File: src/rtl/mrr_pkg.sv
package mrr_pkg;

  typedef enum logic [1:0] {
    KIND_HIT      = 2'd0,
    KIND_CLOSED   = 2'd1,
    KIND_CONFLICT = 2'd2
  } row_kind_e;

  // Locality rank used in selection: hit > closed > conflict.
  function automatic logic [1:0] locality_rank(row_kind_e k);
    case (k)
      KIND_HIT:    return 2'd2;
      KIND_CLOSED: return 2'd1;
      default:     return 2'd0;
    endcase
  endfunction

endpackage

File: src/rtl/mrr_queue.sv
module mrr_queue #(
  parameter int DEPTH  = 8,
  parameter int BANK_W = 3,
  parameter int ROW_W  = 14,
  parameter int COL_W  = 10,
  parameter int TAG_W  = 4,
  parameter int AGE_W  = 6,
  parameter int IDX_W  = 3,
  parameter int CNT_W  = 4
) (
  input  logic              clk,
  input  logic              rst_n,
  input  logic              push,
  input  logic              push_write,
  input  logic              push_urgent,
  input  logic [BANK_W-1:0] push_bank,
  input  logic [ROW_W-1:0]  push_row,
  input  logic [COL_W-1:0]  push_col,
  input  logic [TAG_W-1:0]  push_tag,
  input  logic              pop,
  input  logic [IDX_W-1:0]  pop_idx,
  output logic [CNT_W-1:0]  count,
  output logic [DEPTH-1:0]  e_valid,
  output logic              e_write  [DEPTH],
  output logic              e_urgent [DEPTH],
  output logic [BANK_W-1:0] e_bank   [DEPTH],
  output logic [ROW_W-1:0]  e_row    [DEPTH],
  output logic [COL_W-1:0]  e_col    [DEPTH],
  output logic [TAG_W-1:0]  e_tag    [DEPTH],
  output logic [AGE_W-1:0]  e_age    [DEPTH]
);

  logic              n_write  [DEPTH];
  logic              n_urgent [DEPTH];
  logic [BANK_W-1:0] n_bank   [DEPTH];
  logic [ROW_W-1:0]  n_row    [DEPTH];
  logic [COL_W-1:0]  n_col    [DEPTH];
  logic [TAG_W-1:0]  n_tag    [DEPTH];
  logic [AGE_W-1:0]  n_age    [DEPTH];
  logic [CNT_W-1:0]  count_n;
  logic [CNT_W-1:0]  cnt_after_pop;
  logic              adv;

  function automatic logic [AGE_W-1:0] age_inc(logic [AGE_W-1:0] a);
    return (a == '1) ? a : a + 1'b1;
  endfunction

  // Next state: close the gap left by the popped entry, then append.
  always_comb begin
    int src;
    cnt_after_pop = count - CNT_W'(pop);
    count_n       = cnt_after_pop + CNT_W'(push);
    adv           = push | pop | (count != '0);
    for (int i = 0; i < DEPTH; i++) begin
      src = (pop && (i >= int'(pop_idx)) && (i < DEPTH - 1)) ? i + 1 : i;
      n_write[i]  = e_write[src];
      n_urgent[i] = e_urgent[src];
      n_bank[i]   = e_bank[src];
      n_row[i]    = e_row[src];
      n_col[i]    = e_col[src];
      n_tag[i]    = e_tag[src];
      n_age[i]    = age_inc(e_age[src]);
      if (push && (int'(cnt_after_pop) == i)) begin
        n_write[i]  = push_write;
        n_urgent[i] = push_urgent;
        n_bank[i]   = push_bank;
        n_row[i]    = push_row;
        n_col[i]    = push_col;
        n_tag[i]    = push_tag;
        n_age[i]    = '0;
      end
    end
  end

  always_comb begin
    for (int i = 0; i < DEPTH; i++) begin
      e_valid[i] = (int'(count) > i);
    end
  end

  always_ff @(posedge clk or negedge rst_n) begin
    if (!rst_n) begin
      count <= '0;
    end else if (adv) begin
      count <= count_n;
    end
  end

  always_ff @(posedge clk) begin
    if (adv) begin
      e_write  <= n_write;
      e_urgent <= n_urgent;
      e_bank   <= n_bank;
      e_row    <= n_row;
      e_col    <= n_col;
      e_tag    <= n_tag;
      e_age    <= n_age;
    end
  end


  count_bound_chk: assert property (@(posedge clk) disable iff (!rst_n)
    int'(count) <= DEPTH);


  no_push_full_chk: assert property (@(posedge clk) disable iff (!rst_n)
    (int'(count) == DEPTH) |-> !push);


  push_grow_chk: assert property (@(posedge clk) disable iff (!rst_n)
    (push && !pop) |=> (count == $past(count) + 1'b1));

endmodule

File: src/rtl/mrr_bank_table.sv
module mrr_bank_table #(
  parameter int NBANK  = 8,
  parameter int BANK_W = 3,
  parameter int ROW_W  = 14
) (
  input  logic              clk,
  input  logic              rst_n,
  input  logic              upd,
  input  logic [BANK_W-1:0] upd_bank,
  input  logic [ROW_W-1:0]  upd_row,
  output logic [NBANK-1:0]  open_vld,
  output logic [ROW_W-1:0]  open_row [NBANK]
);

  logic [NBANK-1:0] open_vld_n;
  logic [NBANK-1:0] row_we;

  always_comb begin
    for (int b = 0; b < NBANK; b++) begin
      row_we[b] = upd && (int'(upd_bank) == b);
    end
    open_vld_n = open_vld | row_we;
  end

  always_ff @(posedge clk or negedge rst_n) begin
    if (!rst_n) begin
      open_vld <= '0;
    end else if (upd) begin
      open_vld <= open_vld_n;
    end
  end

  for (genvar b = 0; b < NBANK; b++) begin : g_row
    always_ff @(posedge clk) begin
      if (row_we[b]) begin
        open_row[b] <= upd_row;
      end
    end
  end


  open_update_chk: assert property (@(posedge clk) disable iff (!rst_n)
    upd |=> (open_vld[$past(upd_bank)] && (open_row[$past(upd_bank)] == $past(upd_row))));

endmodule

File: src/rtl/mrr_picker.sv
module mrr_picker
  import mrr_pkg::*;
#(
  parameter int DEPTH  = 8,
  parameter int NBANK  = 8,
  parameter int BANK_W = 3,
  parameter int ROW_W  = 14,
  parameter int COL_W  = 10,
  parameter int AGE_W  = 6,
  parameter int IDX_W  = 3
) (
  input  logic              clk,
  input  logic              rst_n,
  input  logic [AGE_W-1:0]  age_limit,
  input  logic [DEPTH-1:0]  e_valid,
  input  logic              e_urgent [DEPTH],
  input  logic [BANK_W-1:0] e_bank   [DEPTH],
  input  logic [ROW_W-1:0]  e_row    [DEPTH],
  input  logic [COL_W-1:0]  e_col    [DEPTH],
  input  logic [AGE_W-1:0]  e_age    [DEPTH],
  input  logic [NBANK-1:0]  open_vld,
  input  logic [ROW_W-1:0]  open_row [NBANK],
  output logic              any_valid,
  output logic [IDX_W-1:0]  sel_idx,
  output row_kind_e         sel_kind
);

  row_kind_e        kind  [DEPTH];
  logic [3:0]       score [DEPTH];
  logic [DEPTH-1:0] blocked;
  logic [DEPTH-1:0] elig;
  logic [DEPTH-1:0] aged;
  logic [3:0]       best;

  // Classify each entry against the open-row table.
  always_comb begin
    for (int i = 0; i < DEPTH; i++) begin
      if (!open_vld[e_bank[i]]) begin
        kind[i] = KIND_CLOSED;
      end else if (open_row[e_bank[i]] == e_row[i]) begin
        kind[i] = KIND_HIT;
      end else begin
        kind[i] = KIND_CONFLICT;
      end
    end
  end

  // Same-address ordering: an older pending match blocks the entry.
  always_comb begin
    for (int i = 0; i < DEPTH; i++) begin
      blocked[i] = 1'b0;
      for (int j = 0; j < i; j++) begin
        if (e_valid[j] && (e_bank[j] == e_bank[i]) &&
            (e_row[j] == e_row[i]) && (e_col[j] == e_col[i])) begin
          blocked[i] = 1'b1;
        end
      end
      elig[i]  = e_valid[i] && !blocked[i];
      aged[i]  = (e_age[i] >= age_limit);
      score[i] = {aged[i], e_urgent[i], locality_rank(kind[i])};
    end
  end

  // Highest score wins; the lowest index (oldest) wins a tie.
  always_comb begin
    any_valid = 1'b0;
    best      = '0;
    sel_idx   = '0;
    for (int i = 0; i < DEPTH; i++) begin
      if (elig[i] && (!any_valid || (score[i] > best))) begin
        any_valid = 1'b1;
        best      = score[i];
        sel_idx   = IDX_W'(i);
      end
    end
    sel_kind = kind[sel_idx];
  end

  logic any_aged_elig;
  logic any_urgent_elig;
  always_comb begin
    any_aged_elig   = |(elig & aged);
    any_urgent_elig = 1'b0;
    for (int i = 0; i < DEPTH; i++) begin
      if (elig[i] && e_urgent[i]) any_urgent_elig = 1'b1;
    end
  end


  head_offer_chk: assert property (@(posedge clk) disable iff (!rst_n)
    e_valid[0] |-> any_valid);


  aged_first_chk: assert property (@(posedge clk) disable iff (!rst_n)
    any_aged_elig |-> (e_age[sel_idx] >= age_limit));


  urgent_first_chk: assert property (@(posedge clk) disable iff (!rst_n)
    (!any_aged_elig && any_urgent_elig) |-> e_urgent[sel_idx]);

endmodule

File: src/rtl/mem_req_reorder.sv
module mem_req_reorder
  import mrr_pkg::*;
#(
  parameter int DEPTH = 8,
  parameter int NBANK = 8,
  parameter int ROW_W = 14,
  parameter int COL_W = 10,
  parameter int TAG_W = 4,
  parameter int AGE_W = 6,
  localparam int BANK_W = $clog2(NBANK),
  localparam int IDX_W  = $clog2(DEPTH),
  localparam int CNT_W  = $clog2(DEPTH + 1)
) (
  input  logic              clk,
  input  logic              rst_n,
  input  logic [AGE_W-1:0]  age_limit,
  input  logic              in_valid,
  output logic              in_ready,
  input  logic              in_write,
  input  logic              in_urgent,
  input  logic [BANK_W-1:0] in_bank,
  input  logic [ROW_W-1:0]  in_row,
  input  logic [COL_W-1:0]  in_col,
  input  logic [TAG_W-1:0]  in_tag,
  output logic              out_valid,
  input  logic              out_ready,
  output logic              out_write,
  output logic [BANK_W-1:0] out_bank,
  output logic [ROW_W-1:0]  out_row,
  output logic [COL_W-1:0]  out_col,
  output logic [TAG_W-1:0]  out_tag,
  output logic [1:0]        out_kind
);

  logic [CNT_W-1:0]  count;
  logic [DEPTH-1:0]  e_valid;
  logic              e_write  [DEPTH];
  logic              e_urgent [DEPTH];
  logic [BANK_W-1:0] e_bank   [DEPTH];
  logic [ROW_W-1:0]  e_row    [DEPTH];
  logic [COL_W-1:0]  e_col    [DEPTH];
  logic [TAG_W-1:0]  e_tag    [DEPTH];
  logic [AGE_W-1:0]  e_age    [DEPTH];
  logic [NBANK-1:0]  open_vld;
  logic [ROW_W-1:0]  open_row [NBANK];
  logic [IDX_W-1:0]  sel_idx;
  row_kind_e         sel_kind;
  logic              any_valid;
  logic              push;
  logic              issue;

  assign in_ready = (int'(count) != DEPTH);
  assign push     = in_valid && in_ready;
  assign issue    = any_valid && out_ready;

  mrr_queue #(
    .DEPTH(DEPTH), .BANK_W(BANK_W), .ROW_W(ROW_W), .COL_W(COL_W),
    .TAG_W(TAG_W), .AGE_W(AGE_W), .IDX_W(IDX_W), .CNT_W(CNT_W)
  ) u_queue (
    .clk(clk), .rst_n(rst_n),
    .push(push), .push_write(in_write), .push_urgent(in_urgent),
    .push_bank(in_bank), .push_row(in_row), .push_col(in_col), .push_tag(in_tag),
    .pop(issue), .pop_idx(sel_idx),
    .count(count), .e_valid(e_valid), .e_write(e_write), .e_urgent(e_urgent),
    .e_bank(e_bank), .e_row(e_row), .e_col(e_col), .e_tag(e_tag), .e_age(e_age)
  );

  mrr_bank_table #(
    .NBANK(NBANK), .BANK_W(BANK_W), .ROW_W(ROW_W)
  ) u_banks (
    .clk(clk), .rst_n(rst_n),
    .upd(issue), .upd_bank(e_bank[sel_idx]), .upd_row(e_row[sel_idx]),
    .open_vld(open_vld), .open_row(open_row)
  );

  mrr_picker #(
    .DEPTH(DEPTH), .NBANK(NBANK), .BANK_W(BANK_W), .ROW_W(ROW_W),
    .COL_W(COL_W), .AGE_W(AGE_W), .IDX_W(IDX_W)
  ) u_pick (
    .clk(clk), .rst_n(rst_n), .age_limit(age_limit),
    .e_valid(e_valid), .e_urgent(e_urgent), .e_bank(e_bank), .e_row(e_row),
    .e_col(e_col), .e_age(e_age), .open_vld(open_vld), .open_row(open_row),
    .any_valid(any_valid), .sel_idx(sel_idx), .sel_kind(sel_kind)
  );

  assign out_valid = any_valid;
  assign out_write = e_write[sel_idx];
  assign out_bank  = e_bank[sel_idx];
  assign out_row   = e_row[sel_idx];
  assign out_col   = e_col[sel_idx];
  assign out_tag   = e_tag[sel_idx];
  assign out_kind  = sel_kind;

endmodule

File: config.mk
export PLATFORM = sky130hd
export DESIGN_NAME = mem_req_reorder
export DESIGN_NICKNAME = d
export VERILOG_FILES = /design/src/rtl/mrr_pkg.sv /design/src/rtl/mrr_queue.sv /design/src/rtl/mrr_bank_table.sv /design/src/rtl/mrr_picker.sv /design/src/rtl/mem_req_reorder.sv
export SDC_FILE = /design/constraint.sdc
export NUM_CORES = 2
export LEC_CHECK = 0
export BUFFER_PORTS_ARGS = -buffer_cell sky130_fd_sc_hd__buf_2
export CELL_PAD_IN_SITES_DETAIL_PLACEMENT = 2
export CELL_PAD_IN_SITES_GLOBAL_PLACEMENT = 2
export CORE_MARGIN = 4
export CORE_UTILIZATION = 40
export CTS_BUF_LIST = sky130_fd_sc_hd__clkbuf_4
export DETAILED_ROUTE_END_ITERATION = 8
export PLACE_DENSITY_LB_ADDON = 0.1
export SLEW_MARGIN = 25
export SYNTH_ARGS = -nofsm -noshare
export SYNTH_HDL_FRONTEND = slang
export SYNTH_SLANG_ARGS = --single-unit
File: constraint.sdc
create_clock -name clk -period 19 [get_ports clk]
set_input_delay 1.9 -clock clk [delete_from_list [all_inputs] [get_ports clk]]
set_output_delay 1.9 -clock clk [all_outputs]
set_load 0.05 [all_outputs]
==> summary.md <==
| Metric | Value |
|---|---|
| Status | `finished, final reports clean` |
| Synth warnings | `0` |
| Vias in the first global route | `38,800` |
| Crit-path max FO | `19` |
| DRT iter0 DRCs | `5,281` |
| Worst Tran Pin Value | `1.16 ns` |
| Netlist Area Pre-Place | `0.0403 sq mm` |
| Layout fillers | `10,200` |
| Seq/Total Area, Yosys | `32.4%` |
| Core area | `0.100 sq mm` |
| I/O Buffers | `78` |
| Asr flop ratio synth | `2.75%` |
| Netlist cell types | `83` |
| Die W | `325 um` |
| Rel. slew slack | `21.8%` |
| Mapped Cells | `3,775` |
| Initial Util | `40.3%` |
| Number of synthesized flops with an enable pin | `424` |
| MaxCap Viol Count | `0` |
| Worst min path class | `reg -> reg` |
| Root buffer cell | `clkbuf_4` |
| CTS buffer count | `135` |
| Detailed placement HPWL | `165,000 um` |
| Final period util | `97.1%` |
| Drt drc | `0` |
| Final ANT Viol Nets | `0` |
| Insertion delay to the later sink of the worst-skew pair | `1.13 ns` |
| Clock-pin slew on the worst setup and hold paths | `0.07 ns` |
| Fin Clk Skew | `0.0960 ns` |
| CP endpoint kind | `output pin` |
| Top FF cell, synth | `edfxtp_1` |
| Fmax | `0.0542 GHz` |
| Pin count of the biggest net entering global routing | `79` |
| Critical Path AT | `16.55 ns` |
| Reg area | `0.0130 sq mm` |
| Pre-antenna DRT Iters | `6` |
| Tmin final | `18.45 ns` |
| Clock Path Buffers | `3` |
| Slowest CP cell | `mux4_2` |
| DRT Wirelength | `243,000 um` |
| Final setup viols | `0` |
| Area growth, synth to finish | `13.3%` |
| Routability Congestion | `1.07` |
| Mean Syn Cell Area | `10.7 sq um` |
| Area post-placement | `0.0430 sq mm` |
| Clock sink count | `436` |
| Total GRT Usage | `44.6%` |
| TritonCTS clock tree | `built` |
| DR vias | `37,800` |
| Final Hold Fails | `0` |
| WS Path Type | `reg -> out` |
| WP data required | `17.10 ns` |
| Total grt overflow | `0` |
| CP bufs+invs | `9` |
| Initial antenna violation count | `13` |
| Die Area | `0.106 sq mm` |
| Number of hold buffers added after CTS | `0` |
| Fraction of layout instances using a drive strength above 1 | `27.1%` |
| Final Net Count | `4,050` |
| First-pass GRT wire length | `328,000 um` |
| Rows | `116` |
| Via density | `7.10` |
| #FFs+latches synth | `436` |
| Max-slew violation count | `0` |
| Startpoint Class | `flop` |
| CTS H-Tree Depth | `4` |
| Synth Net Count | `3,906` |
| Fin Hold WS | `0.562 ns` |
| Wirelength per Cell | `45.6 um` |
| Crit-path max cell delay | `0.56 ns` |
| I/O pin total | `79` |
| Critical Path Most Common Cell | `ha_1` |
| Delay-heaviest family, CP | `compound AO/OA/AOI/OAI gates` |
| Final Cell Area | `0.0456 sq mm` |
| Overall die height | `325 um` |
| Multi-input logic area | `0.0259 sq mm` |
| Fin Setup TNS | `0 ns` |
[sequential cells by signal (all words and copies together) (netlist names)]
name / count
u_banks.open_row: 112
u_banks.open_vld: 8
u_queue.count: 4
u_queue.e_age: 48
u_queue.e_bank: 24
u_queue.e_col: 80
u_queue.e_row: 112
u_queue.e_tag: 32
u_queue.e_urgent: 8
u_queue.e_write: 8
[through the flow]
step                      cells  setup slack, ns  utilization, %
after floorplan            3775             1.75               -
after global placement     5031            0.208            43.0
after detailed placement   5031           -0.482            43.0
after CTS                  5280           0.0808            45.1
after global routing       5316           -0.165            45.6
final                      5322            0.553            45.6
[metal layers]
layer / vias to the layer above / part of all wire, % / track usage, %
met4: 10 / 7.8 / 28.3
met1: 19600 / 36 / 54.3
met5: - / 0.030 / 0.0453
met3: 909 / 12 / 14.4
met2: 2963 / 44 / 68.3
li1: 14300 / - / -
[worst register-to-register path, delay by kind of cell (launching register included)]
family	cells	cell delay (ns)
and+or+nand+nor	20	4.46
DFF	1	0.36
xor gates and xnor gates	1	0.14
AOI/OAI and AO/OA	32	6.25
adders and majority gates	7	2.32
buffers and inverters	8	1.88
muxes	3	1.22
[cell families after synthesis]
family | synth area share, %
fa+ha+maj | 2.73
buf+inv | 4.64
flops | 32.4
mux | 22.3
xor+xnor | 19.5
simple gates | 11.3
compound gates | 7.17
[synth_stat cells (62+ instances only)]
cell      instances  area (sq um)
clkbuf_1        181           679
mux2_2          118          1330
nand4_1         132           826
nand2_1         382          1430
nor2_1           62           233
xor2_1          405          3550
mux2i_1         219          2190
mux4_2          241          5430
buf_2           159           796
nor4_1          129           807
edfxtp_1        424         12700
ha_1             88          1100
nand3_1          84           420
o21ai_0         115           576
xnor2_1         492          4310
[placed cells by master, fill, tap and decap left out, types with 118 or more instances in the layout]
master | Yosys | final
mux4_2 | 241 | 241
nor4_1 | 129 | 120
nand4_1 | 132 | 132
xnor2_1 | 492 | 490
clkbuf_4 | 0 | 196
mux2_2 | 118 | 118
edfxtp_1 | 424 | 424
mux2i_1 | 219 | 213
nand2_1 | 382 | 378
xor2_1 | 405 | 405
buf_4 | 2 | 307
[worst paths after layout]
| check | from | cells after the start | slack (ns) | endpoint |
|---|---|---|---|---|
| min in group asynchronous | rst_n | 1 | 0.74 | u_queue.count[3]$_DFFE_PN0P_ |
| min | u_queue.e_tag[0]$_DFFE_PP_ | 2 | 0.56 | u_queue.e_tag[4]$_DFFE_PP_ |
| max | u_queue.e_bank[21]$_DFFE_PP_ | 72 | 0.55 | out_row[3] |
| max reg2reg | u_queue.e_bank[21]$_DFFE_PP_ | 71 | 1.98 | u_queue.e_col[57]$_DFFE_PP_ |
| max in group asynchronous | rst_n | 1 | 17.93 | u_queue.count[2]$_DFFE_PN0P_ |
| min reg2reg | u_queue.e_tag[0]$_DFFE_PP_ | 2 | 0.56 | u_queue.e_tag[4]$_DFFE_PP_ |
[area by class of cell]
class | count | share of cell area (%)
multi-input combinational | 2904 | 56.7
sequential | 436 | 28.6
timing repair buffer | 393 | 6.93
tap | 1298 | 3.56
clock buffer | 192 | 3.16
clock inverter | 43 | 0.609
inverter | 49 | 0.411
antenna | 7 | 0.0384
[what timing repair did]
action	in CTS	in global routing
setup buffers	12	34
pin swaps	7	9
gates resized for setup	46	55
cloned	3	1
endpoints found under the setup margin	34	34
Power is left out: the tool's default activity adds up to more than one toggle a clock period on the data nets, which glitch-free logic cannot reach.
